File: src/rtl/deser_pkg.sv
package deser_pkg;

  // Next bit index inside a word of w bits, wrapping at the last position.
  function automatic int unsigned next_index(input int unsigned c, input int unsigned w);
    return (c + 1 == w) ? 0 : c + 1;
  endfunction

  // Word clock level: high once the second half of the word is being consumed.
  function automatic logic upper_half(input int unsigned c, input int unsigned w);
    return c >= (w / 2);
  endfunction

  // Saturating increment of a pulse-width count.
  function automatic int unsigned sat_inc(input int unsigned c, input int unsigned lim);
    return (c >= lim) ? lim : c + 1;
  endfunction

endpackage

File: src/rtl/sync_qualifier.sv
module sync_qualifier #(
  parameter int unsigned STAGES   = 2,
  parameter int unsigned MIN_HIGH = 4
) (
  input  logic clk,
  input  logic rst,
  input  logic req_in,
  output logic accept_o
);
  localparam int HW = $clog2(MIN_HIGH + 1);
  localparam logic [HW-1:0] FIRE_AT = HW'(MIN_HIGH - 1);

  logic [STAGES-1:0] meta;
  logic              prev_lvl;
  logic [HW-1:0]     hi_cnt;
  logic              sync_lvl;
  logic              sync_rise;

  always_ff @(posedge clk) begin
    if (rst) meta <= '0;
    else     meta <= {meta[STAGES-2:0], req_in};
  end

  assign sync_lvl  = meta[STAGES-1];
  assign sync_rise = sync_lvl & ~prev_lvl;

  always_ff @(posedge clk) begin
    if (rst) begin
      prev_lvl <= 1'b0;
      hi_cnt   <= '0;
    end else begin
      prev_lvl <= sync_lvl;
      if (!sync_lvl) hi_cnt <= '0;
      else           hi_cnt <= HW'(deser_pkg::sat_inc(int'(hi_cnt), MIN_HIGH));
    end
  end

  assign accept_o = sync_lvl && (hi_cnt == FIRE_AT);

  // Checker state: a pulse already produced its acceptance.
  logic taken;
  always_ff @(posedge clk) begin
    if (rst)            taken <= 1'b0;
    else if (!sync_lvl) taken <= 1'b0;
    else if (accept_o)  taken <= 1'b1;
  end

  assert_one_per_pulse_R8: assert property (@(posedge clk) disable iff (rst)
    accept_o |-> !taken);

  assert_rise_restarts_R6: assert property (@(posedge clk) disable iff (rst)
    sync_rise |-> (hi_cnt == '0));

  generate
    if (MIN_HIGH >= 4) begin : g_width_chk
      assert_short_ignored_R6: assert property (@(posedge clk) disable iff (rst)
        accept_o |-> ($past(sync_lvl, 1) && $past(sync_lvl, 2) && $past(sync_lvl, 3)));
    end
  endgenerate

endmodule

File: src/rtl/bit_framer.sv
module bit_framer #(
  parameter int unsigned WORD_W = 16
) (
  input  logic clk,
  input  logic rst,
  input  logic accept_i,
  output logic drop_o,
  output logic done_o,
  output logic word_clk_o
);
  localparam int CW = $clog2(WORD_W);
  localparam logic [CW-1:0] LAST = CW'(WORD_W - 1);

  logic [CW-1:0] cnt;
  logic          pending;
  logic          slip_want;

  assign slip_want  = pending | accept_i;
  assign drop_o     = slip_want && (cnt == '0);
  assign done_o     = !drop_o && (cnt == LAST);
  assign word_clk_o = deser_pkg::upper_half(int'(cnt), WORD_W);

  always_ff @(posedge clk) begin
    if (rst) begin
      cnt     <= '0;
      pending <= 1'b0;
    end else begin
      pending <= slip_want & ~drop_o;
      if (!drop_o) cnt <= CW'(deser_pkg::next_index(int'(cnt), WORD_W));
    end
  end

  // Checker: how long a slip has been waiting for a word boundary.
  logic [CW:0] pend_age;
  always_ff @(posedge clk) begin
    if (rst)          pend_age <= '0;
    else if (pending) pend_age <= pend_age + (CW+1)'(1);
    else              pend_age <= '0;
  end

  assert_slip_bounded_R9: assert property (@(posedge clk) disable iff (rst)
    pend_age < (CW+1)'(WORD_W));

  assert_drop_holds_R7: assert property (@(posedge clk) disable iff (rst)
    drop_o |=> ((cnt == '0) && !pending && !word_clk_o));

  assert_word_edge_R5: assert property (@(posedge clk) disable iff (rst)
    done_o |=> $fell(word_clk_o));

endmodule

File: src/rtl/word_shifter.sv
module word_shifter #(
  parameter int unsigned WORD_W = 16
) (
  input  logic              clk,
  input  logic              rst,
  input  logic              bit_i,
  input  logic              drop_i,
  input  logic              done_i,
  output logic [WORD_W-1:0] word_o
);
  logic [WORD_W-2:0] sh;

  always_ff @(posedge clk) begin
    if (rst) begin
      sh     <= '0;
      word_o <= '0;
    end else begin
      if (!drop_i) sh <= {sh[WORD_W-3:0], bit_i};
      if (done_i)  word_o <= {sh, bit_i};
    end
  end

  assert_word_on_done_R5: assert property (@(posedge clk) disable iff (rst)
    !$stable(word_o) |-> $past(done_i));

  assert_drop_discards_R7: assert property (@(posedge clk) disable iff (rst)
    drop_i |=> $stable(sh));

endmodule

File: src/rtl/bitstream_deser.sv
module bitstream_deser #(
  parameter int unsigned WORD_W      = 16,
  parameter int unsigned SYNC_STAGES = 2,
  parameter int unsigned MIN_HIGH    = 4
) (
  input  logic              clk,
  input  logic              rst,
  input  logic              main_bit,
  input  logic              loop_bit,
  input  logic              path_sel,
  input  logic              align_req,
  output logic [WORD_W-1:0] word_out,
  output logic              word_clk
);
  logic serial_bit;
  logic slip_accept;
  logic bit_drop;
  logic word_done;

  assign serial_bit = path_sel ? loop_bit : main_bit;

  sync_qualifier #(
    .STAGES  (SYNC_STAGES),
    .MIN_HIGH(MIN_HIGH)
  ) u_sync (
    .clk     (clk),
    .rst     (rst),
    .req_in  (align_req),
    .accept_o(slip_accept)
  );

  bit_framer #(
    .WORD_W(WORD_W)
  ) u_framer (
    .clk       (clk),
    .rst       (rst),
    .accept_i  (slip_accept),
    .drop_o    (bit_drop),
    .done_o    (word_done),
    .word_clk_o(word_clk)
  );

  word_shifter #(
    .WORD_W(WORD_W)
  ) u_shift (
    .clk   (clk),
    .rst   (rst),
    .bit_i (serial_bit),
    .drop_i(bit_drop),
    .done_i(word_done),
    .word_o(word_out)
  );

  assert_src_sel_R4: assert property (@(posedge clk) disable iff (rst)
    word_done |=> (word_out[0] == $past(path_sel ? loop_bit : main_bit)));

  assert_reset_clear_R1: assert property (@(posedge clk)
    rst |=> ((word_out == '0) && !word_clk));

endmodule

File: config.mk
export PLATFORM = sky130hd
export DESIGN_NAME = bitstream_deser
export DESIGN_NICKNAME = d
export VERILOG_FILES = /design/src/rtl/deser_pkg.sv /design/src/rtl/sync_qualifier.sv /design/src/rtl/bit_framer.sv /design/src/rtl/word_shifter.sv /design/src/rtl/bitstream_deser.sv
export SDC_FILE = /design/constraint.sdc
export NUM_CORES = 1
export LEC_CHECK = 0
export ABC_CLOCK_PERIOD_IN_PS = 1450
export BUFFER_PORTS_ARGS = -buffer_cell sky130_fd_sc_hd__buf_2
export CAP_MARGIN = 10
export CORE_ASPECT_RATIO = 0.6
export CORE_MARGIN = 5
export CORE_UTILIZATION = 49
export CTS_CLUSTER_DIAMETER = 100
export CTS_CLUSTER_SIZE = 30
export DETAILED_ROUTE_END_ITERATION = 12
export PLACE_DENSITY = 0.73
export SLEW_MARGIN = 0
export SYNTH_ARGS = -nofsm -noshare
export SYNTH_HDL_FRONTEND = slang
export SYNTH_SLANG_ARGS = --single-unit
File: constraint.sdc
create_clock -name clk -period 1.45 [get_ports clk]
set_input_delay 0.145 -clock clk [delete_from_list [all_inputs] [get_ports clk]]
set_output_delay 0.145 -clock clk [all_outputs]
set_load 0.02 [all_outputs]
## Yosys cells after proc, flatten, opt, wreduce, memory -nomap -nowiden

Cells that the tools add are included.

- Register bits after elaboration: 41
- Input bits: 6
- Output and inout bits: 17
- Logic and storage cells: 28

- Add/subtract/negate cells: 2
- Magnitude comparators: 2
- Eq/ne operators: 3
- Muxes and demuxes: 3
- Bitwise operators: 4
- Reduce and logical (&&, ||, !) cells: 7

Operators with widths:

| operator | number |
|---|---|
| 4-bit by 1-bit adder with 5-bit output, second input constant | 1 |
| 5-bit == test, second input constant | 1 |
| 4-bit == test, second input constant | 1 |
| 4-bit >= comparator, second input constant | 1 |
| 4-bit zero test | 1 |
| 4-bit 2-to-1 mux | 1 |
| 3-bit by 1-bit adder with 3-bit output, second input constant | 1 |
| 3-bit by 2-bit == test with 1-bit output, second input constant | 1 |
| 3-bit >= comparator, second input constant | 1 |
| 1-bit logical AND | 3 |
| 3-bit 2-to-1 mux | 1 |
| 3-bit OR reduction | 1 |
| 1-bit inverter | 2 |
| 2-bit OR reduction | 1 |
| 1-bit bitwise AND | 1 |
| 1-bit zero test | 1 |
| 1-bit 2-to-1 mux | 1 |
| 1-bit OR | 1 |

## Depth between registers and ports, before layout

Gate-level depths: netlist of the first run.

- Depth after elaboration: 6
- Mapped depth: 6
- Depth with buffers taken out: 5

## By module

Synthesis of the first run repeated with hierarchy kept, for this count alone.

- Cells, all modules: 144
- Area total of the unflattened synthesis: 1,590.3 sq um

Modules (own cells, without submodules):

| module | instances | cells each | area an instance (sq um) | seq. area each (sq um) |
|---|---|---|---|---|
| word_shifter | 1 | 100 | 1,122.3 | 620.6 |
| bit_framer | 1 | 27 | 256.5 | 100.1 |
| sync_qualifier | 1 | 16 | 196.4 | 100.1 |
| bitstream_deser | 1 | 1 | 15.0 | 0.0 |

## Least setup slack after synthesis of the first run

No wires, ideal clock.

- Path type: reg2reg
- Start: register u_sync.hi_cnt[0]
- End: register u_framer.cnt[0]
- Library setup time: 0.121 ns
- Arrival time: 1.441 ns
- Required time: 1.329 ns
- Path slack: -0.112 ns
- Cell stages (with the launch flop): 7
- Buffers on the path: 1
- Clock period less this slack: 1.562 ns
- Path through: dfxtp_1 > ha_1 > ha_1 > a21oi_1 > and2b_1 > buf_6 > mux2_4

- Cells in the longest elaborated chain, start to end: 4

RTL lines:

| item | RTL line | text |
|---|---|---|
| from (decl) | sync_qualifier.sv:15 | `logic [HW-1:0] hi_cnt;` |
| from (signal assigned) | sync_qualifier.sv:34 | `else hi_cnt <= HW'(deser_pkg::sat_inc(int'(hi_cnt), MIN_HIGH));` |
| 3-bit by 2-bit == test with 1-bit output | sync_qualifier.sv:38 | `assign accept_o = sync_lvl && (hi_cnt == FIRE_AT);` |
| 1-bit logical AND | sync_qualifier.sv:38 |  |
| 1-bit OR | bit_framer.sv:18 | `assign slip_want = pending \| accept_i;` |
| 1-bit logical AND | bit_framer.sv:19 | `assign drop_o = slip_want && (cnt == '0);` |
| to (signal assigned) | bit_framer.sv:29 | `if (!drop_o) cnt <= CW'(deser_pkg::next_index(int'(cnt), WORD_W));` |
| to (decl) | bit_framer.sv:14 | `logic [CW-1:0] cnt;` |

Every way passes these cells.
A chain may end at the register's enable or synchronous reset.

## Worst setup path in the final report of the first run

- Start: register u_sync.hi_cnt[0]
- End: register u_framer.cnt[1]

The elaborated chain is that of the path after synthesis.

==> metrics.md, run 1 <==
| Metric | Value |
|---|---|
| Status | finished, violations left |
| Failing checks | negative setup slack |
| DRT Pass-1 Iters | 4 |
| Post-synth EDFFs | 0 |
| Critical-path cell list | ha_4 -> ha_4 -> a21oi_4 -> and2b_2 -> buf_6 -> mux2i_1 |
| Post-route cell area | 1970 µm² |
| Final Setup Violations | 2 |
| Top post-synthesis cells by area | dfxtp_1, mux2i_1, nand2_1 |
| Num rows | 16 |
| Core area | roughly 3200 µm² |
| Critical Path Sink Type | flop |
| Delay-heaviest family, CP | flip-flops |
| Htree depth | 2 |
| Layout cells sized above 1 | roughly 29% |
| Max IR drop VDD | about 0.68 mV |
| Post-layout min period | approximately 1.5 ns |
| Vias per cell | 4.83 |
| Arrival @ worst endpoint | 1.66 ns |
| Buffers on Ports | 22 |
| Slew Limit Fails | 0 |
| Cells after Synth | roughly 160 |
| Top Layer Used | met4 |
| DRT iter0 DRCs | 34 |
| Routed wl met3 | 155 µm |
| FILL cells | 270 |
| Actual slew at the worst max-slew pin | 0.328 ns |
| TritonCTS buffer count | 5 |
| Setup CP Type | reg2reg |
| Post-synth cell types | 25 |
| Die Footprint | 4530 µm² |
| Critical Path Max Stage Delay | 0.34 ns |
| PnR worst setup slack | -0.0129 ns |
| Hold-fix buffers, CTS | 0 |
| Number of global-route vias before repair | 1,077 |
| Hold Path Class | in2reg |
| Antenna Nets Post-Route | 0 |
| Max Cap Violations | 0 |
| Per-cell routed wire length | 13.5 µm |
| Pre-CTS setup slack | -0.0471 ns |
| Area after DPL | 1790 µm² |
| PwrDens | about 1000 nW/µm² |
| Worst path required time | approximately 1.7 ns |
| Total global-route track usage | 15.0% |
| Seq/Total Area, Yosys | 51.6% |
| Area leader, netlist | dfxtp_1 |
| Clk pin slew, worst setup/hold paths | approximately 0.070 ns |
| Global-route wire length before repair | 5.03 mm |
| Clock root cell | clkbuf_8 |
| Metal-1 WL | 1.53 mm |
| Vias | 1,144 |
| Clock sinks | 41 |
| #FFs+latches synth | 41 |
| Met2 WL | 1.50 mm |
| Mapped Nets | 175 |
| Unrepaired setup endpoints after global routing | yes |
| Yosys warns | 0 |
| # DRC | 0 |
| Routed WL | around 3.2 mm |
| Layout area overhead | 24.1% |
| Synth top area share | 51.6% |
| Final Hold Viols | 0 |
| Clk_skew | 0.00248 ns |
| Rel. slew slack | 78.2% |
| Mapped Avg Cell Area | about 9.7 µm² |
| Peak Freq | 684 MHz |
| CP dominant cell by count | ha_4 |
| Die width | 83.6 µm |
| Top cells by count, synth | dfxtp_1, nand2_1, nand2b_1, a21oi_1, mux2i_1 |
| Total gr overflow | 0 |
| Worst-Skew Late Latency | a little under 0.3 ns |
| Slowest cell on crit path | dfxtp_2 |
| Pin count of the biggest net entering global routing | 27 |
| Number of diodes | 0 |
| Starting Density | around 50% |
| Nets | 203 |
| Crit share post-route | 101% |
| Leak | 0.845 nW |
| Critical-path maximum fanout | 6 |
| Final core utilization | 62.0% |
| Buffers and inverters on the worst path | 1 |
| CTS max path bufs | 2 |
| CTS tree | done |
| Startpoint Class | flop |
| Initial antenna violation count | 0 |
| Ys async rst share | 0% |
| DP HPWL | approximately 2.2 mm |
| GPL Wtd Cong | 0.723 |
| Post-Syn Area | 1590 µm² |
| Count leader, synth | dfxtp_1 |
| DIE HEIGHT | 54.1 µm |
| IO Pins | 23 |
| Post-synth top flop | dfxtp_1 |
==> where the power goes <==
group	internal (mW)	switching (mW)	total, mW
Combinational	0.0662	0.0536	0.120
Sequential	1.14	0.0165	1.16
Clock	0.377	0.346	0.723
==> logic make-up after synthesis <==
| kind of cell | synth area share [%] |
|---|---|
| and+or+nand+nor | 20.7 |
| xor gates and xnor gates | 1.10 |
| DFF | 51.6 |
| adders and majority gates | 3.93 |
| AOI/OAI and AO/OA | 5.82 |
| buffers and inverters | 5.27 |
| muxes | 11.6 |
==> final cells by class <==
class                   instances  area, µm²  area share, %
flip-flops and latches         41        828           42.0
multi-input cells             108        757           38.3
repair buffers                 31        228           11.5
clock buffers                   7       86.3           4.37
well taps                      45       56.3           2.85
inverters                       5       18.8          0.951
==> worst register-to-register path: cells and delay by family (launching register included) <==
family          cells  cell delay [ns]
fa+ha+maj           2             0.31
simple gates        1             0.25
flops               1             0.34
mux                 1             0.19
buf+inv             1             0.14
compound gates      1             0.13
==> through the flow <==
step / instances / power [mW] / TNS, ns / hold WS [ns]
2_1_floorplan: 164 / 1.23 / -0.0151 / 0.273
3_3_place_gp: 226 / 1.25 / 0 / 0.359
3_5_place_dp: 226 / 1.26 / -0.0474 / 0.374
4_1_cts: 233 / 2.00 / 0 / 0.0641
5_1_grt: 237 / 2.10 / -0.202 / 0.111
6_report: 237 / 2.00 / -0.0133 / 0.0937
==> layer usage <==
metal  vias to the layer above  track usage (%)
li1                        585                -
met1                       537             17.3
met4                         0             5.61
met2                        20             25.1
met3                         2             6.88
met5                         -                0
==> state kept, by name (all words and copies together) (netlist names) <==
signal / flops
u_shift.word_o: 16
u_sync.hi_cnt: 3
u_framer.cnt: 4
u_shift.sh: 15
u_sync.meta: 2
u_framer.pending: 1
==> repair_timing <==
item | in CTS | in global routing
hold endpoints to repair | 0 | 0
gates resized for setup | 4 | 11
pin swaps | 0 | 0
setup buffers | 0 | 3
cloned | 0 | 1
endpoints found under the setup margin | 6 | 17
==> path summary, 6_finish.rpt <==
path,to,depth (start not counted),slack [ns],start
worst max-delay path,u_framer.cnt[1],6,-0.01,u_sync.hi_cnt[0]
worst max register to register,u_framer.cnt[1],6,-0.01,u_sync.hi_cnt[0]
worst min register to register,u_sync.meta[1],1,0.44,u_sync.meta[0]
worst min-delay path,u_sync.meta[0],2,0.09,align_req
==> cell usage in the layout, fill, tap and decap left out, drive strengths merged <==
cell    count
dfxtp      41
nand2      30
buf        30
nand2b     19
mux2i      17
a21oi      17
clkbuf      8
inv         5
ha          5
nor3        4
nor2        3
nand3       2
nor2b       2
nor3b       2
and2b       1
or2         1
and3        1
xor2        1
a211oi      1
xnor2       1
mux2        1
Power figures use the tool's default switching activity.
==> run 2: changes to the inputs <==
--- a/config.mk
+++ b/config.mk
@@ -9,7 +9,6 @@
 export BUFFER_PORTS_ARGS = -buffer_cell sky130_fd_sc_hd__buf_2
 export CAP_MARGIN = 10
 export CORE_ASPECT_RATIO = 0.6
-export CORE_MARGIN = 5
 export CORE_UTILIZATION = 49
 export CTS_CLUSTER_DIAMETER = 100
 export CTS_CLUSTER_SIZE = 30
==> run 2 against run 1 <==
The run now ends clean. Worst hold slack got worse by 0.029 ns. Count of clock-buffer cells in the layout increased by 1. Non-clock buffer count decreased by 2. Clock skew increased by 0.0027 ns. Wire length decreased by 7.0%. Global-route usage increased by 3.4 points. Register-to-register slack improved by 0.03 ns. Total power decreased by 2.4%. Sequential power about the same. Combinational power decreased by 20%. Highest routed layer unchanged.
==> metrics.md, run 2 (same netlist as run 1, synthesis figures left out) <==
| Metric | Value |
|---|---|
| Status | finished, final reports clean |
| Vias per cell | 4.91 (+1.6%) |
| PwrDens | 1020 nW/µm² (+1.0%) |
| GPL Wtd Cong | 0.753 (+4.2%) |
| Actual slew at the worst max-slew pin | 0.290 ns (-0.0375 ns) |
| Worst-Skew Late Latency | 0.29 ns (about the same) |
| Global-route wire length before repair | 4.53 mm (-9.9%) |
| R2R Setup Slk | 0.01 ns (+0.03 ns) |
| Nets | 201 (-0.99%) |
| Clk_skew | 0.00516 ns (+0.00268 ns) |
| Per-cell routed wire length | 12.8 µm (-5.4%) |
| Worst path required time | 1.63 ns (-0.02 ns) |
| NetSw | 419 µW (+0.60%) |
| Slew Limit Fails | 0 (unchanged) |
| Leading cell type in the layout, fill and taps excluded | dfxtp_1 |
| Pin count of the biggest net entering global routing | 18 (-33%) |
| Hold Path Class | in2reg |
| Critical Path Sink Type | flop |
| Critical Path Max Stage Delay | 0.34 ns (about the same) |
| DP HPWL | 2.07 mm (-5.0%) |
| Leak | 0.813 nW (-3.7%) |
| Core area | 2980 µm² (-6.2%) |
| Total global-route track usage | 18.4% (+3.4 points) |
| Number of diodes | 0 (unchanged) |
| Post-layout min period | 1.44 ns (-0.0251 ns) |
| Arrival @ worst endpoint | 1.62 ns (-0.04 ns) |
| Crit Reg-Reg Startpoint | u_sync.hi_cnt[0] |
| IO Pins | 23 (unchanged) |
| Area after DPL | 1780 µm² (-0.21%) |
| Setup CP Type | reg2reg |
| Critical-path maximum fanout | 3 (-3) |
| Starting Density | 53.3% (+3.3 points) |
| Placed Cells | 223 (-1.3%) |
| Register with the most flip-flops | u_shift.word_o |
| Initial antenna violation count | 0 (unchanged) |
| Rel. slew slack | 80.6% (+2.5 points) |
| Max IR drop VDD | 0.532 mV (-22%) |
| Die width | 75.6 µm (-9.6%) |
| Flip-flop count of the largest register after layout | 16 (unchanged) |
| # DRC | 0 (unchanged) |
| Crit. Startpoint | u_sync.hi_cnt[0] |
| Slowest cell on crit path | dfxtp_2 |
| Pre-CTS setup slack | 0.00970 ns (+0.0568 ns) |
| Number of global-route vias before repair | 996 (-7.5%) |
| Routed WL | 2.99 mm (-7.0%) |
| Vias | 1,143 (-0.087%) |
| Internal | 1.53 mW (-3.2%) |
| DRT Pass-1 Iters | 4 (unchanged) |
| Total power | 1.95 mW (-2.4%) |
| Buffers on Ports | 22 (unchanged) |
| Layout cells sized above 1 | 27.2% (-1.4 points) |
| Worst hold-check slack | 0.0644 ns (-0.0293 ns) |
| Sw frac | 21.4% (+0.65 points) |
| Most frequent cells in the layout | dfxtp_1, nand2_1, buf_2 |
| Setup tns final | 0 ns (+0.0133 ns) |
| Total gr overflow | 0 (unchanged) |
| Antenna Nets Post-Route | 0 (unchanged) |
| TritonCTS buffer count | 5 (unchanged) |
| Startpoint Class | flop |
| Max Cap Violations | 0 (unchanged) |
| CTS tree | done |
| Peak Freq | 696 MHz (+1.7%) |
| CP dominant cell by count | ha_4 |
| Clock sinks | 41 (unchanged) |
| Clock root cell | clkbuf_8 |
| Final Setup Violations | 0 (-2) |
| Non-filler cells, final | 233 (-1.7%) |
| Die Footprint | 3490 µm² (-23%) |
| DIE HEIGHT | 46.1 µm (-15%) |
| Clk pwr share | 35.8% (-0.3 points) |
| CTS max path bufs | 2 (unchanged) |
| Hold_sp | align_req |
| Unrepaired setup endpoints after global routing | yes |
| Largest registers | u_shift.word_o (16), u_shift.sh (15), u_framer.cnt (4) |
| Post-route cell area | 1910 µm² (-3.4%) |
| Delay-heaviest family, CP | flip-flops |
| Clk pin slew, worst setup/hold paths | 0.07 ns (about the same) |
| Critical-path cell list | ha_4 -> ha_4 -> a21oi_2 -> and2b_2 -> mux2_4 |
| Crit share post-route | 99.2% (-1.7 points) |
| Layout area overhead | 19.8% |
| PnR worst setup slack | 0.0122 ns (+0.0251 ns) |
| Num rows | 15 (-1) |
| Buffers and inverters on the worst path | 0 (-1) |
| Combinational share of power | 4.9% (-1.1 points) |
| DRT iter0 DRCs | 74 (+120%) |
| Htree depth | 2 (unchanged) |
| Final Hold Viols | 0 (unchanged) |
| Power share of the sequential group | 59.3% (+1.4 points) |
| Final core utilization | 63.9% (+1.9 points) |
==> run 2: cell count changes in the layout (fill, tap and decap cells not counted), sizes merged <==
cell,before,now
buf,30,29
==> run 2: timing repair <==
item                                    in CTS  in global routing
endpoints found under the setup margin       0                 17
resized for setup                            0                 12
hold buffers                                 0                  0
buffers inserted                             0                  2
==> run 2: final timing paths <==
path,to,cells after the start
setup reg to reg,u_framer.cnt[0],5
setup / recovery,u_framer.cnt[0],5
hold / removal,u_sync.meta[0],2
hold reg to reg,u_sync.hi_cnt[0],1
==> run 2: worst register-to-register path, stage by stage, from the launching register on <==
cell,delay (ns)
dfxtp_2,0.34
ha_4,0.16
ha_4,0.15
a21oi_2,0.13
and2b_2,0.26
mux2_4,0.30
==> run 2: routing by layer <==
layer	global-route usage (%)	routed length, µm	part of all wire (%)	vias to the layer above
met2	29.5	1360	46	22
met1	23.4	1470	49	533
met4	5.56	29	0.97	0
met5	0	0	0	-
met3	6.56	127	4.3	5
li1	-	-	-	583
==> run 2: layout make-up <==
class | count | area, µm²
Clock buffer | 8 | 80.1
Fill cell | 240 | 1080
Inverter | 5 | 18.8
Multi-Input combinational cell | 108 | 734
Sequential cell | 41 | 830
Tap cell | 42 | 52.6
Timing Repair Buffer | 29 | 191
==> run 2: power by group through the flow <==
stage                     logic, mW  registers, mW  clock network [mW]
final                        0.0957           1.16               0.700
after global routing          0.106           1.16               0.767
after CTS                    0.0780           1.16               0.712
after detailed placement     0.0772           1.18                   0
after global placement       0.0729           1.18                   0
after floorplan              0.0557           1.18                   0
==> run 3: changes to the inputs <==
--- a/config.mk
+++ b/config.mk
@@ -17,4 +17,5 @@
 export SLEW_MARGIN = 0
 export SYNTH_ARGS = -nofsm -noshare
 export SYNTH_HDL_FRONTEND = slang
+export SYNTH_HIERARCHICAL = 1
 export SYNTH_SLANG_ARGS = --single-unit
==> run 3 against run 2 <==
Final cell count down 6.9%. The run now ends with negative setup slack left. Worst hold slack worse by 0.0019 ns. Clock skew down 0.0015 ns. Synthesized area about the same. Largest cell class unchanged. Critical path type unchanged. Global-route usage down 1.4 points. Register-to-register slack worse by 0.13 ns. Count of clock-buffer cells in the layout down 2. Clock power about the same. Die area about the same. Core utilization down 1.3 points.
==> metrics.md, run 3 <==
| Metric | Value |
|---|---|
| Status | finished, violations left |
| Failing checks | negative setup slack |
| Htree depth | 2 (unchanged) |
| Total global-route track usage | 17.0% (-1.4 points) |
| DRT iter0 DRCs | 25 (-66%) |
| Vias per cell | 4.89 (-0.33%) |
| Register with the most flip-flops | u_shift/word_o |
| TritonCTS buffer count | 5 (unchanged) |
| M2 GR Usage | 29.5% (unchanged) |
| Cells after Synth | 144 (-12%) |
| DP HPWL | 1.78 mm (-14%) |
| Setup tns final | -1.20 ns (-1.20 ns) |
| Total power | 1.93 mW (-1.3%) |
| Critical-path maximum fanout | 4 (+1) |
| Worst hold-check slack | 0.0625 ns (-0.00190 ns) |
| Post-synth EDFFs | 0 (unchanged) |
| Pin count of the biggest net entering global routing | 32 (+14) |
| Clock sinks | 41 (unchanged) |
| Post-synthesis mux area share | 22.0% (+10 points) |
| Die width | 75.5 µm (about the same) |
| Worst path required time | 1.62 ns (about the same) |
| Seq/Total Area, Yosys | 51.6% (about the same) |
| Setup CP Type | reg2reg |
| Routed WL | 2.67 mm (-10%) |
| Worst-Skew Late Latency | 0.28 ns (about the same) |
| GPL Wtd Cong | 0.709 (-5.9%) |
| Startpoint Class | flop |
| Post-Synth Adder-Cell Area | 3.15% (-0.78 points) |
| Vias | 1,061 (-7.2%) |
| Antenna Nets Post-Route | 0 (unchanged) |
| Synth top area share | 51.6% (about the same) |
| #FFs+latches synth | 41 (unchanged) |
| Leak | 0.751 nW (-7.7%) |
| Total gr overflow | 0 (unchanged) |
| CTS tree | done |
| Post-synth top flop | dfxtp_1 |
| Area leader, netlist | dfxtp_1 |
| IO Pins | 23 (unchanged) |
| Post-layout min period | 1.57 ns (+0.129 ns) |
| Max Cap Violations | 0 (unchanged) |
| Yosys warns | 6 (+6) |
| Peak Freq | 638 MHz (-8.3%) |
| Final Hold Viols | 0 (unchanged) |
| Crit share post-route | 108% (+8.9 points) |
| Arrival @ worst endpoint | 1.74 ns (+0.12 ns) |
| Top cells by count, synth | dfxtp_1, nor2_1, mux2i_1, ha_1, inv_1 |
| Flip-flop count of the largest register after layout | 16 (unchanged) |
| Leading cell type in the layout, fill and taps excluded | dfxtp_1 |
| Met3 Use GR | 5.91% (-0.66 points) |
| CTS max path bufs | 2 (unchanged) |
| Global-route wire length before repair | 4.26 mm (-5.9%) |
| Die Footprint | 3480 µm² (about the same) |
| DIE HEIGHT | 46.1 µm (about the same) |
| PnR worst setup slack | -0.117 ns (-0.129 ns) |
| Num rows | 15 (unchanged) |
| Clk_skew | 0.00368 ns (-0.00148 ns) |
| Layout cells sized above 1 | 29.1% (+1.9 points) |
| Ys async rst share | 0% (unchanged) |
| Initial antenna violation count | 0 (unchanged) |
| Number of diodes | 0 (unchanged) |
| Count leader, synth | dfxtp_1 |
| Area after DPL | 1730 µm² (-2.7%) |
| Per-cell routed wire length | 12.3 µm (-3.8%) |
| Final core utilization | 62.6% (-1.3 points) |
| Slew Limit Fails | 0 (unchanged) |
| Post-Synth XOR/XNOR Area | 1.10% (about the same) |
| DRT Pass-1 Iters | 3 (-1) |
| Clk pin slew, worst setup/hold paths | 0.07 ns (about the same) |
| Layout area overhead | 17.5% |
| Compound-cell area share of the yosys netlist | 0.472% (-5.3 points) |
| Core area | 2980 µm² (unchanged) |
| Hold Path Class | in2reg |
| Post-synth cell types | 23 (-8.0%) |
| Clock root cell | clkbuf_8 |
| Buffers on Ports | 22 (unchanged) |
| Starting Density | 53.3% (about the same) |
| PwrDens | 1030 nW/µm² (+0.64%) |
| Unrepaired setup endpoints after global routing | yes |
| Top post-synthesis cells by area | dfxtp_1, mux2i_1, nor2_1 |
| Met1 usage | 20.3% (-3.1 points) |
| Most frequent cells in the layout | dfxtp_1, nor2_1, mux2i_1 |
| Number of global-route vias before repair | 993 (-0.30%) |
| Mapped Nets | 154 (-12%) |
| Largest registers | u_shift/word_o (16), u_shift/sh (15), u_framer/cnt (4) |
| Gr busiest metal | met2 |
| Actual slew at the worst max-slew pin | 0.304 ns (+0.0136 ns) |
| Simple-gate share of the synthesized area | 14.9% (-5.7 points) |
| Largest family of logic cells by synthesized area | multiplexers |
| Post-Syn Area | 1590 µm² (about the same) |
| Max IR drop VDD | 0.578 mV (+8.5%) |
| # DRC | 0 (unchanged) |
| Rel. slew slack | 79.7% (-0.88 points) |
| Mapped Avg Cell Area | 11.0 µm² (+14%) |
| Nets | 184 (-8.5%) |
| Critical Path Sink Type | flop |
| Final Setup Violations | 17 (+17) |
| Post-route cell area | 1870 µm² (-2.0%) |
| R2R Setup Slk | -0.12 ns (-0.13 ns) |
## run 3: cell count changes after synthesis, sizes merged, moves of 2 or more
cell    previous run  this run
nand2b            19         2
nor2b              2         0
buf                5         7
nand2             30         0
nor3               4         2
clkbuf             5         2
nor2               3        36
mux2i             17        32
and3b              0         2
a21oi             17         0
## run 3: cells by family (layout without fill, tap and decap cells)
logic type | after synthesis | count (layout)
multiplexers | 34 | 34
XOR/XNOR | 2 | 2
buffers and inverters | 13 | 44
flip-flops | 41 | 41
AO/OA/AOI/OAI | 1 | 1
adder cells (fa/ha/maj) | 4 | 4
AND/OR/NAND/NOR | 49 | 49
## run 3: worst max-delay path, stage by stage (launching register included)
cell,delay [ns]
dfxtp_2,0.34
ha_4,0.15
and3b_2,0.20
nor2_4,0.08
and3b_2,0.25
buf_4,0.14
mux2_4,0.29
## run 3: worst paths after layout
kind         cells past startpoint              end        startpoint
max                              6  u_framer/cnt[0]  u_sync/hi_cnt[1]
min reg2reg                      1   u_sync/meta[1]    u_sync/meta[0]
max reg2reg                      6  u_framer/cnt[0]  u_sync/hi_cnt[1]
min                              2   u_sync/meta[0]         align_req
## run 3: power breakdown
group	total, mW	internal (mW)	switching, mW
Combinational	0.0711	0.0322	0.0389
Sequential	1.16	1.14	0.0148
Clock	0.699	0.333	0.365
## run 3: layer usage
| metal | vias up | share of wire (%) |
|---|---|---|
| met5 | - | 0 |
| met1 | 509 | 47 |
| li1 | 530 | - |
| met3 | 2 | 4.0 |
| met4 | 0 | 0.64 |
| met2 | 20 | 48 |
## run 3: through the flow
step                std cells  setup WS, ns
floorplan                 144        -0.169
global route              217        -0.179
finish                    217        -0.117
CTS                       215       -0.0751
global placement          205       -0.0758
detailed placement        205        -0.149
## run 3: layout make-up
class	instances	area, µm²
clock inverters	2	10.0
flip-flops and latches	41	826
repair buffers	32	209
multi-input cells	90	684
well taps	42	52.6
clock buffers	6	72.6
inverters	4	15.0
fillers	252	1110
## run 3: repair_timing
action / CTS / global route
resized for setup: 5 / 4
setup endpoints to repair: 17 / 21
hold buffers: 0 / 0
pin swaps: 1 / 3
setup buffers: 1 / 2
cloned: 1 / 0
